`src/rtl/line_scaler_pkg.sv`:
```
package line_scaler_pkg;
  localparam int GLYPH_LINES = 18;
  localparam int LINE_W      = 5;
  localparam int CODE_W      = 7;
  localparam int CNT_W       = 4;

  // Number of weighted groups (code bits [4:0]) that contain line n.
  function automatic logic [2:0] weight_hits(input logic [4:0] w, input logic [LINE_W-1:0] n);
    logic [2:0] s;
    s = '0;
    if (w[0] && n == 5'd8)                       s = s + 3'd1;
    if (w[1] && n[2:0] == 3'd4)                  s = s + 3'd1;
    if (w[2] && n[1:0] == 2'd2 && n < 5'd16)     s = s + 3'd1;
    if (w[3] && n[0] && n < 5'd16)               s = s + 3'd1;
    if (w[4] && n >= 5'd1 && n <= 5'd16)         s = s + 3'd1;
    return s;
  endfunction

  // Scan lines spent on glyph line n.
  function automatic logic [CNT_W-1:0] line_count(input logic [CODE_W-1:0] code,
                                                  input logic dbl,
                                                  input logic [LINE_W-1:0] n);
    logic [CNT_W-1:0] c;
    c = CNT_W'(1) + CNT_W'(code[6:5]) + CNT_W'(weight_hits(code[4:0], n));
    return dbl ? CNT_W'(c << 1) : c;
  endfunction
endpackage

```
`src/rtl/line_weight.sv`:
```
module line_weight
  import line_scaler_pkg::*;
(
  input  logic [CODE_W-1:0] code,
  input  logic              dbl,
  input  logic [LINE_W-1:0] line,
  output logic [CNT_W-1:0]  count
);
  always_comb count = line_count(code, dbl, line);
endmodule

```
`src/rtl/cell_sequencer.sv`:
```
module cell_sequencer
  import line_scaler_pkg::*;
(
  input  logic              clk,
  input  logic              rst_n,
  input  logic              step,
  input  logic [CNT_W-1:0]  count,
  output logic [LINE_W-1:0] line,
  output logic              last_scan,
  output logic              cell_end
);
  localparam logic [LINE_W-1:0] LAST_LINE = LINE_W'(GLYPH_LINES - 1);

  logic [CNT_W-1:0] rep_q;

  // >= keeps the sequencer safe if the code shrinks mid-line
  assign last_scan = (CNT_W'(rep_q + 1'b1) >= count);
  assign cell_end  = step && last_scan && (line == LAST_LINE);

  always_ff @(posedge clk) begin
    if (!rst_n) begin
      line  <= '0;
      rep_q <= '0;
    end else if (step) begin
      if (last_scan) begin
        rep_q <= '0;
        line  <= (line == LAST_LINE) ? '0 : line + 1'b1;
      end else begin
        rep_q <= rep_q + 1'b1;
      end
    end
  end
endmodule

```
`src/rtl/char_line_scaler.sv`:
```
module char_line_scaler
  import line_scaler_pkg::*;
(
  input  logic        clk,
  input  logic        rst_n,
  input  logic [6:0]  height_code,
  input  logic        dbl_height,
  input  logic        line_strobe,
  output logic [4:0]  glyph_line,
  output logic        row_done
);
  logic [CNT_W-1:0]  cur_count;
  logic [LINE_W-1:0] cur_line;
  logic              last_scan;
  logic              cell_end;

  line_weight u_weight (
    .code  (height_code),
    .dbl   (dbl_height),
    .line  (cur_line),
    .count (cur_count)
  );

  cell_sequencer u_seq (
    .clk       (clk),
    .rst_n     (rst_n),
    .step      (line_strobe),
    .count     (cur_count),
    .line      (cur_line),
    .last_scan (last_scan),
    .cell_end  (cell_end)
  );

  assign glyph_line = cur_line;
  assign row_done   = cell_end;
endmodule

```
`config.mk`:
```
export PLATFORM = sky130hd
export DESIGN_NAME = char_line_scaler
export DESIGN_NICKNAME = d
export VERILOG_FILES = /design/src/rtl/line_scaler_pkg.sv /design/src/rtl/line_weight.sv /design/src/rtl/cell_sequencer.sv /design/src/rtl/char_line_scaler.sv
export SDC_FILE = /design/constraint.sdc
export NUM_CORES = 1
export LEC_CHECK = 0
export BUFFER_PORTS_ARGS = -buffer_cell sky130_fd_sc_hd__buf_2
export CORE_ASPECT_RATIO = 0.7
export CORE_MARGIN = 2
export CORE_UTILIZATION = 50
export CTS_BUF_LIST = sky130_fd_sc_hd__clkbuf_16
export DETAILED_ROUTE_END_ITERATION = 10
export PLACE_DENSITY = 0.72
export SYNTH_ARGS = -nofsm -noshare
export SYNTH_HDL_FRONTEND = slang
export SYNTH_SLANG_ARGS = --single-unit
```
`constraint.sdc`:
```
create_clock -name clk -period 5.5 [get_ports clk]
set_input_delay 1.1 -clock clk [delete_from_list [all_inputs] [get_ports clk]]
set_output_delay 1.1 -clock clk [all_outputs]
set_load 0.01 [all_outputs]
```
* Word-level counts from Yosys, hierarchy flattened
Index checks and enable logic that the tools add are counted.
** Operators by class
- $add $sub $neg :: 8
- Magnitude comparators :: 4
- Equal/unequal tests :: 4
- Multiplexer cells :: 8
- Reductions and logical operators :: 11
** Operator list (count)
- 3-bit 2-to-1 mux :: 4
- 1-bit logical AND :: 10
- 3-bit by 1-bit adder with 3-bit output (second input constant) :: 3
- 4-bit 2-to-1 mux :: 2
- 5-bit by 1-bit adder with 5-bit output (second input constant) :: 1
- 5-bit by 4-bit equality test with 1-bit output (second input constant) :: 1
- 5-bit equality test (second input constant) :: 1
- 5-bit by 1-bit greater-or-equal comparator with 1-bit output (second input constant) :: 1
- 5-bit less-or-equal comparator (second input constant) :: 1
- 5-bit < comparator (second input constant) :: 1
- 5-bit 2-to-1 mux :: 1
- 4-bit by 1-bit adder with 4-bit output (second input constant) :: 1
- 4-bit by 3-bit adder with 4-bit output :: 1
- 4-bit greater-or-equal comparator :: 1
- 1-bit by 2-bit adder with 3-bit output (first input constant) :: 1
- 3-bit equality test (second input constant) :: 1
- 1-bit by 1-bit adder with 2-bit output (second input constant) :: 1
- 2-bit equality test (second input constant) :: 1
- 2-bit AND reduction :: 1
- 1-bit 2-to-1 mux :: 1
** Word-level totals
- Register bits after elaboration :: 9
- Input bits :: 11
- Output and inout port bits :: 6
- Logic and storage cells :: 37

* Longest topological paths before layout
Gate-level depths: netlist (run 1).
- Depth in word-level cells :: 16
- Gate-level depth with buffers :: 23

* Hierarchy
Synthesis (run 1) repeated with hierarchy kept, for this count alone.
** Unflattened totals
- Cells, all modules :: 125
- Area total of the unflattened synthesis :: 1114.8 µm²
** Modules (own cells, without submodules)
- cell_sequencer :: times used 1, cells each 73, area each 641.9 µm²
- line_weight :: times used 1, cells each 52, area each 473.0 µm²

* Worst setup path before layout (run 1)
No wires, ideal clock.
- Kind :: in2out
- Start point :: in height_code[0]
- End point :: out row_done
- Data arrival time :: 4302 ps
- Required time :: 4400 ps
- Setup slack :: 98 ps
- Stages :: 17
- Buffers on the path :: 1
- Cell sequence :: nand2_1 > nor3_1 > ha_1 > nor2b_1 > o21ai_0 > a31o_2 > nand2_1 > ha_1 > a2bb2oi_1 > fa_1 > xor2_1 > mux2i_1 > ha_1 > o21a_1 > o21ai_2 > buf_6 > nor3_1
** On the way
- Word-level cells in the longest chain between the ends :: 15
** Ends and longest elaborated chain
- start, declared :: line char_line_scaler.sv:6 : input logic [6:0] height_code,
- 1-bit logical AND * :: line line_scaler_pkg.sv:11 : if (w[0] && n == 5'd8) s = s + 3'd1;
- 1-bit 2-to-1 mux * :: line line_scaler_pkg.sv:11
- 1-bit by 1-bit adder with 2-bit output :: line line_scaler_pkg.sv:12 : if (w[1] && n[2:0] == 3'd4) s = s + 3'd1;
- 3-bit 2-to-1 mux * :: line line_scaler_pkg.sv:12
- 3-bit by 1-bit adder with 3-bit output :: line line_scaler_pkg.sv:13 : if (w[2] && n[1:0] == 2'd2 && n < 5'd16) s = s + 3'd1;
- 3-bit 2-to-1 mux * :: line line_scaler_pkg.sv:13
- 3-bit by 1-bit adder with 3-bit output :: line line_scaler_pkg.sv:14 : if (w[3] && n[0] && n < 5'd16) s = s + 3'd1;
- 3-bit 2-to-1 mux * :: line line_scaler_pkg.sv:14
- 3-bit by 1-bit adder with 3-bit output :: line line_scaler_pkg.sv:15 : if (w[4] && n >= 5'd1 && n <= 5'd16) s = s + 3'd1;
- 3-bit 2-to-1 mux * :: line line_scaler_pkg.sv:15
- 4-bit by 3-bit adder with 4-bit output * :: line line_scaler_pkg.sv:24 : c = CNT_W'(1) + CNT_W'(code[6:5]) + CNT_W'(weight_hits(code[4:0], n));
- 4-bit 2-to-1 mux * :: line line_scaler_pkg.sv:25 : return dbl ? CNT_W'(c << 1) : c;
- 4-bit greater-or-equal comparator * :: line cell_sequencer.sv:17 : assign last_scan = (CNT_W'(rep_q + 1'b1) >= count);
- 1-bit logical AND * (2 in series) :: line cell_sequencer.sv:18 : assign cell_end = step && last_scan && (line == LAST_LINE);
- end, declared :: line char_line_scaler.sv:10 : output logic row_done
Every way passes the cells marked *; elsewhere a longest branch is shown, timed or not.

* Final worst setup path (run 1)
Same ends and word-level chain as after synthesis.

==> results of run 1 <==
[stage by stage]
stage / util [%] / total power (W) / TNS [ns] / hold slack [ns] / cell area, um^2
2_1_floorplan: - / 0.000338 / 0 / 0.500 / 1080
3_3_place_gp: 57.7 / 0.000378 / -0.0163 / 0.520 / 1200
3_5_place_dp: 57.7 / 0.000399 / -0.0655 / 0.532 / 1200
4_1_cts: 61.8 / 0.000532 / 0 / 0.541 / 1290
5_1_grt: 65.4 / 0.000596 / -0.0294 / 0.594 / 1360
6_report: 65.4 / 0.000552 / 0 / 0.540 / 1360
[power by group through the flow]
stage          sequential, W  combinational (W)  clock [W]
3_5_place_dp       0.0000857           0.000313          0
6_report           0.0000852           0.000335   0.000132
5_1_grt            0.0000853           0.000374   0.000137
2_1_floorplan      0.0000918           0.000246          0
4_1_cts            0.0000846           0.000315   0.000133
3_3_place_gp       0.0000848           0.000293          0
[Yosys cell counts, types with 3 or more instances]
| master | instances |
|---|---|
| a21boi_1 | 3 |
| dfxtp_1 | 9 |
| ha_1 | 18 |
| inv_1 | 8 |
| mux2i_1 | 3 |
| nand2_1 | 13 |
| nand3_1 | 6 |
| nand3b_1 | 3 |
| nor2_1 | 5 |
| nor2b_1 | 3 |
| o21ai_0 | 4 |
| xnor2_1 | 3 |
| xor2_1 | 5 |
[cells by family after synthesis]
logic type | Yosys count | share of synthesized area, %
and+or+nand+nor | 45 | 25.8
adders and majority gates | 19 | 22.8
DFF | 9 | 16.7
muxes | 3 | 2.79
buffers and inverters | 10 | 4.88
xor gates and xnor gates | 10 | 9.52
AOI/OAI and AO/OA | 23 | 17.5
[state kept, by name, summed over array words and instances, names as in the netlist]
name	flops
u_seq.line	5
u_seq.rep_q	4
[final timing paths]
| check | from | slack (ns) | endpoint |
|---|---|---|---|
| max | height_code[0] | 0.12 | row_done |
| min | u_seq.rep_q[3]$_SDFFE_PN0P_ | 0.54 | u_seq.rep_q[3]$_SDFFE_PN0P_ |
| max reg2reg | u_seq.line[1]$_SDFFE_PN0P_ | 1.17 | u_seq.line[3]$_SDFFE_PN0P_ |
| min reg2reg | u_seq.rep_q[3]$_SDFFE_PN0P_ | 0.54 | u_seq.rep_q[3]$_SDFFE_PN0P_ |
[area by class of cell]
type | count | area, um^2
sequential | 9 | 180
clock inverter | 1 | 5.00
timing repair buffer | 22 | 129
clock buffer | 3 | 75.1
multi-input combinational | 100 | 915
fill | 168 | 721
tap | 24 | 30.0
inverter | 8 | 30.0
[timing repair]
action,4_1_cts,5_1_grt
hold endpoints to repair,0,0
setup buffers,0,1
setup endpoints to repair,1,1
pin swaps,0,11
resized for setup,1,17
[worst max-delay path, stage by stage]
cell       delay [ns]
buf_2            0.08
nand2_2          0.06
nor3_4           0.17
buf_6            0.13
ha_4             0.20
nor2b_4          0.13
o21ai_2          0.14
a31o_2           0.18
nand2_1          0.06
ha_1             0.28
a2bb2oi_2        0.18
fa_2             0.38
xor2_2           0.17
mux2i_1          0.16
ha_2             0.29
o21a_1           0.19
o21ai_2          0.16
nor3_2           0.05
buf_2            0.15
[placed cells by master (no fill, tap or decap), drive strengths merged, types with 3 or more instances in the layout]
cell type	n
inv	8
xor2	5
nor2b	3
nand2	13
buf	22
o21ai	6
xnor2	5
clkbuf	3
a21boi	4
mux2i	3
nand3	6
nor2	5
nand3b	5
ha	18
dfxtp	9
[layer usage]
metal | global-route usage [%] | routed length (um)
met5 | 0 | 0
met4 | 1.36 | 14
met3 | 7.32 | 149
met2 | 31.6 | 1140
met1 | 28.1 | 1160
==> flow_summary.yaml, run 1 <==
clocking:
  clock_sink_count: 9
  clk_latency_ns: 0.24
  clkSlewWorstSetupHoldPaths_ns: 0.04
  root_buffer: "clkbuf_16"
  hold_buffers: 0
  htreeDepth: 1
  clockBufferDepth: 2
  cts_buffers: 3
  cts_tree: "done"
pwr:
  p_clk_share_pct: 23.9
  p_seq_share_pct: 15.4
  p_int_w: 0.000325
  switchingPower_w: 0.000226
  swShare_pct: 41.0
  powerDensity_nw_per_um2: 404
  peakVddDrop_uv: 290
  pwr-share-comb_pct: 60.7
  p_leak_nw: 0.653
hold_path:
  hold_path.class: "register to register"
  whs_path_depth: 2
placement:
  placed_cells: 162
  dp_slack_ns: -0.0655
  numPortBuffers: 16
  dp_hpwl_um: 1750
  gp_congestion: 0.768
critical_path:
  r2r_cells: 20
  worstSetupPathType: "input port to primary output"
  cp_max_fo: 4
  crit_path_start_kind: "input port"
  required_ns: 4.40
  critPathCaptureType: "primary output"
  cp.arrival_ns: 4.28
sta:
  slew-limit-headroom_pct: 66.7
  tightestPinTransition_ns: 0.495
  setup_violations: 0
  finalMaxSlewViolations: 0
  worst_slack_ns: 0.124
  fin_crit_ns: 5.38
  fin_crit_sh_pct: 97.7
  clock_skew_ns: 0.00181
  hold_violations: 0
  fmax_ghz: 0.186
logic_synthesis:
  async_flop_share_pct: 0
  synth_area_um2: 1080
  ys.flop_type: "dfxtp_1"
  synth_area_leaders: "ha_1 21%, dfxtp_1 17%, nand2_1 4.5%"
  postSynthAreaPerCell_um2: 9.05
  synthesis.nets: 149
  synth_edf_count: 0
  yosysTopAreaCell: "ha_1"
  syn-instance-count: 119
  synth_cell_types: 40
  ys_seq_area_share_pct: 16.7
  synth_seq_cells: 9
  synth_top_area_share_pct: 20.9
  ys_warn_count: 0
grt:
  grt_max_degree: 12
  grt.total_usage_pct: 20.3
  grt_pass1_vias: 851
  antenna_found_initial: 0
  grt_first_pass_wirelength_um: 3910
  gr-total-overflow: 0
route:
  vias: 958
  drt_first_pass_iters: 4
  routed_wl_um: 2470
  wire_per_inst_um: 14.8
  drc: 0
  drtIter0Drc: 22
  vias_per_cell: 5.74
  ant_nets: 0
layout:
  layout-drive-gt1-share_pct: 33.6
  finalNonFillerCells: 167
  layout.nets: 174
  diodes: 0
  syn_to_final_growth_pct: 26.6
floorplanning:
  initial_core_util_pct: 51.7
  die_area_um2: 2550
  rows: 14
  die_w_um: 59.5
  io_pins: 17
  die_y_um: 42.8
  core_um2: 2080
status:
  status: "completed"
run:
  cap_violations: 0
No activity file was read; power rests on OpenSTA's default activity.
==> run 2: changes to the inputs <==
--- a/config.mk
+++ b/config.mk
@@ -12,6 +12,7 @@
 export CTS_BUF_LIST = sky130_fd_sc_hd__clkbuf_16
 export DETAILED_ROUTE_END_ITERATION = 10
 export PLACE_DENSITY = 0.72
+export REMOVE_ABC_BUFFERS = 1
 export SYNTH_ARGS = -nofsm -noshare
 export SYNTH_HDL_FRONTEND = slang
 export SYNTH_SLANG_ARGS = --single-unit
==> run 2 against run 1 <==
First-iteration DRC count down 36%; global-route usage decreased by 0.47 points; combinational power increased by 3%; clock power is essentially flat; core utilization rose by 2.2 points; sequential power decreased by 1%; die area unchanged; final cell count is 1.2% higher; largest cell class unchanged; largest power group unchanged; highest routed layer unchanged.
==> flow_summary.yaml, run 2 (synthesized netlist as in run 1, its figures left out) <==
status:
  status: "completed"
sta:
  fmax_ghz: 0.185
  rsz0062_at_grt: "yes"
  hold_violations: 0
  fin_crit_ns: 5.42
  slew-limit-headroom_pct: 70.2
  finalMaxSlewViolations: 0
  tightestPinTransition_ns: 0.444
  setup_violations: 0
  fin_crit_sh_pct: 98.5
  clock_skew_ns: 0.00132
pwr:
  p_clk_share_pct: 23.2
  p_seq_share_pct: 15.1
  switchingPower_w: 0.000224
  p_int_w: 0.000333
  p_leak_nw: 0.663
  powerDensity_nw_per_um2: 396
  power_w: 0.000557
  peakVddDrop_uv: 378
  swShare_pct: 40.2
  pwr-share-comb_pct: 61.7
floorplanning:
  rows: 14
  core_um2: 2080
  die_area_um2: 2550
  initial_core_util_pct: 51.7
  io_pins: 17
  die_w_um: 59.5
  die_y_um: 42.8
clocking:
  cts_buffers: 3
  htreeDepth: 1
  hold_buffers: 0
  clkSlewWorstSetupHoldPaths_ns: 0.04
  cts_tree: "done"
  clockBufferDepth: 2
  clk_latency_ns: 0.24
  root_buffer: "clkbuf_16"
  clock_sink_count: 9
placement:
  gp_congestion: 0.756
  dp_hpwl_um: 1760
  placed_area_um2: 1220
  numPortBuffers: 16
grt:
  grt_first_pass_wirelength_um: 3790
  grt_max_degree: 12
  grt_pass1_vias: 823
  gr-total-overflow: 0
  grt.total_usage_pct: 19.9
  antenna_found_initial: 0
route:
  vias: 950
  drc: 0
  drt_first_pass_iters: 4
  vias_per_cell: 5.62
  drtIter0Drc: 14
  routed_wl_um: 2390
  ant_nets: 0
  wire_per_inst_um: 14.1
layout:
  syn_to_final_growth_pct: 30.8
  fillers: 160
  seqCellArea_um2: 180
  reg.largest.list: "u_seq.line: 5 flops, u_seq.rep_q: 4 flops"
  layout.nets: 176
  largest_reg_flops: 5
  diodes: 0
  final_cell_mix: "15 x buf_2, 13 x ha_1, 11 x nand2_1"
  layout-drive-gt1-share_pct: 35.9
  multi_input_area_um2: 940
  final_area_um2: 1410
  layout_commonest_cell: "buf_2"
  regMostFlops: "u_seq.line"
critical_path:
  r2r_cells: 21
  reg2reg_to: "u_seq.line[3]$_SDFFE_PN0P_"
  required_ns: 4.40
  worstSetupPathType: "input port to primary output"
  cp_max_fo: 3
  cp.arrival_ns: 4.32
  r2r_slack_ns: 1.12
  crit_path_start_kind: "input port"
  critPathCaptureType: "primary output"
  r2r_start: "u_seq.line[1]$_SDFFE_PN0P_"
hold_path:
  hold_path.class: "register to register"
  worstHoldStart: "u_seq.line[3]$_SDFFE_PN0P_"
  hold_path_end: "u_seq.line[3]$_SDFFE_PN0P_"
  whs_path_depth: 2
run:
  cap_violations: 0
-- run 2: power groups by stage --
stage / Sequential [W] / Clock (W) / Combinational (W)
floorplan: 0.0000918 / 0 / 0.000213
global placement: 0.0000847 / 0 / 0.000294
detailed placement: 0.0000852 / 0 / 0.000305
CTS: 0.0000844 / 0.000129 / 0.000308
global route: 0.0000852 / 0.000133 / 0.000386
finish: 0.0000843 / 0.000129 / 0.000344
-- run 2: worst max-delay path by stage --
stage          slack (ns)           start        to
3_5_place_dp        -0.09  height_code[0]  row_done
3_3_place_gp        -0.01  height_code[0]  row_done
5_1_grt             -0.09  height_code[1]  row_done
2_1_floorplan        0.04  height_code[0]  row_done
6_report             0.08  height_code[0]  row_done
4_1_cts             0.007  height_code[0]  row_done
-- run 2: cell type report --
| class | instances | area share [%] |
|---|---|---|
| clock inverters | 1 | 0.266 |
| multi-input cells | 100 | 66.7 |
| inverters | 8 | 2.13 |
| clock buffers | 3 | 5.33 |
| repair buffers | 24 | 10.7 |
| well taps | 24 | 2.13 |
| flip-flops and latches | 9 | 12.8 |
-- run 2: routing by layer --
metal,vias to the layer above,track usage [%],wire [um]
li1,486,-,-
met5,-,0,0
met4,0,5.45,25
met1,443,28.7,1180
met3,5,4.57,69
met2,16,29.2,1110
-- run 2: worst max-delay path: stages --
cell and delay (ns):
buf_6 0.08, nand2_4 0.05, nor3_4 0.25, ha_4 0.25
buf_6 0.11, nand3b_1 0.14, a31o_2 0.28, nand2_2 0.09
ha_4 0.13, nand3_2 0.07, xor2_1 0.19, ha_1 0.33
xor2_2 0.20, mux2i_1 0.18, ha_2 0.29, o21a_1 0.19
o21ai_2 0.17, nor3_2 0.06, buf_2 0.15
-- run 2: what timing repair did --
action / in CTS / in global routing
pin swaps: 1 / 14
setup endpoints to repair: 1 / 1
buffers inserted: 0 / 1
gates resized for setup: 1 / 23
-- run 2: metrics by stage --
step	std cells	setup WS (ns)	hold WS (ns)	util [%]	setup TNS, ns
after floorplan	117	0.0423	0.500	-	0
after global placement	164	-0.0129	0.527	58.4	-0.0129
after detailed placement	164	-0.0876	0.539	58.4	-0.0876
after CTS	168	0.00674	0.547	62.4	0
after global routing	169	-0.0917	0.565	67.6	-0.0917
final	169	0.0832	0.547	67.6	0
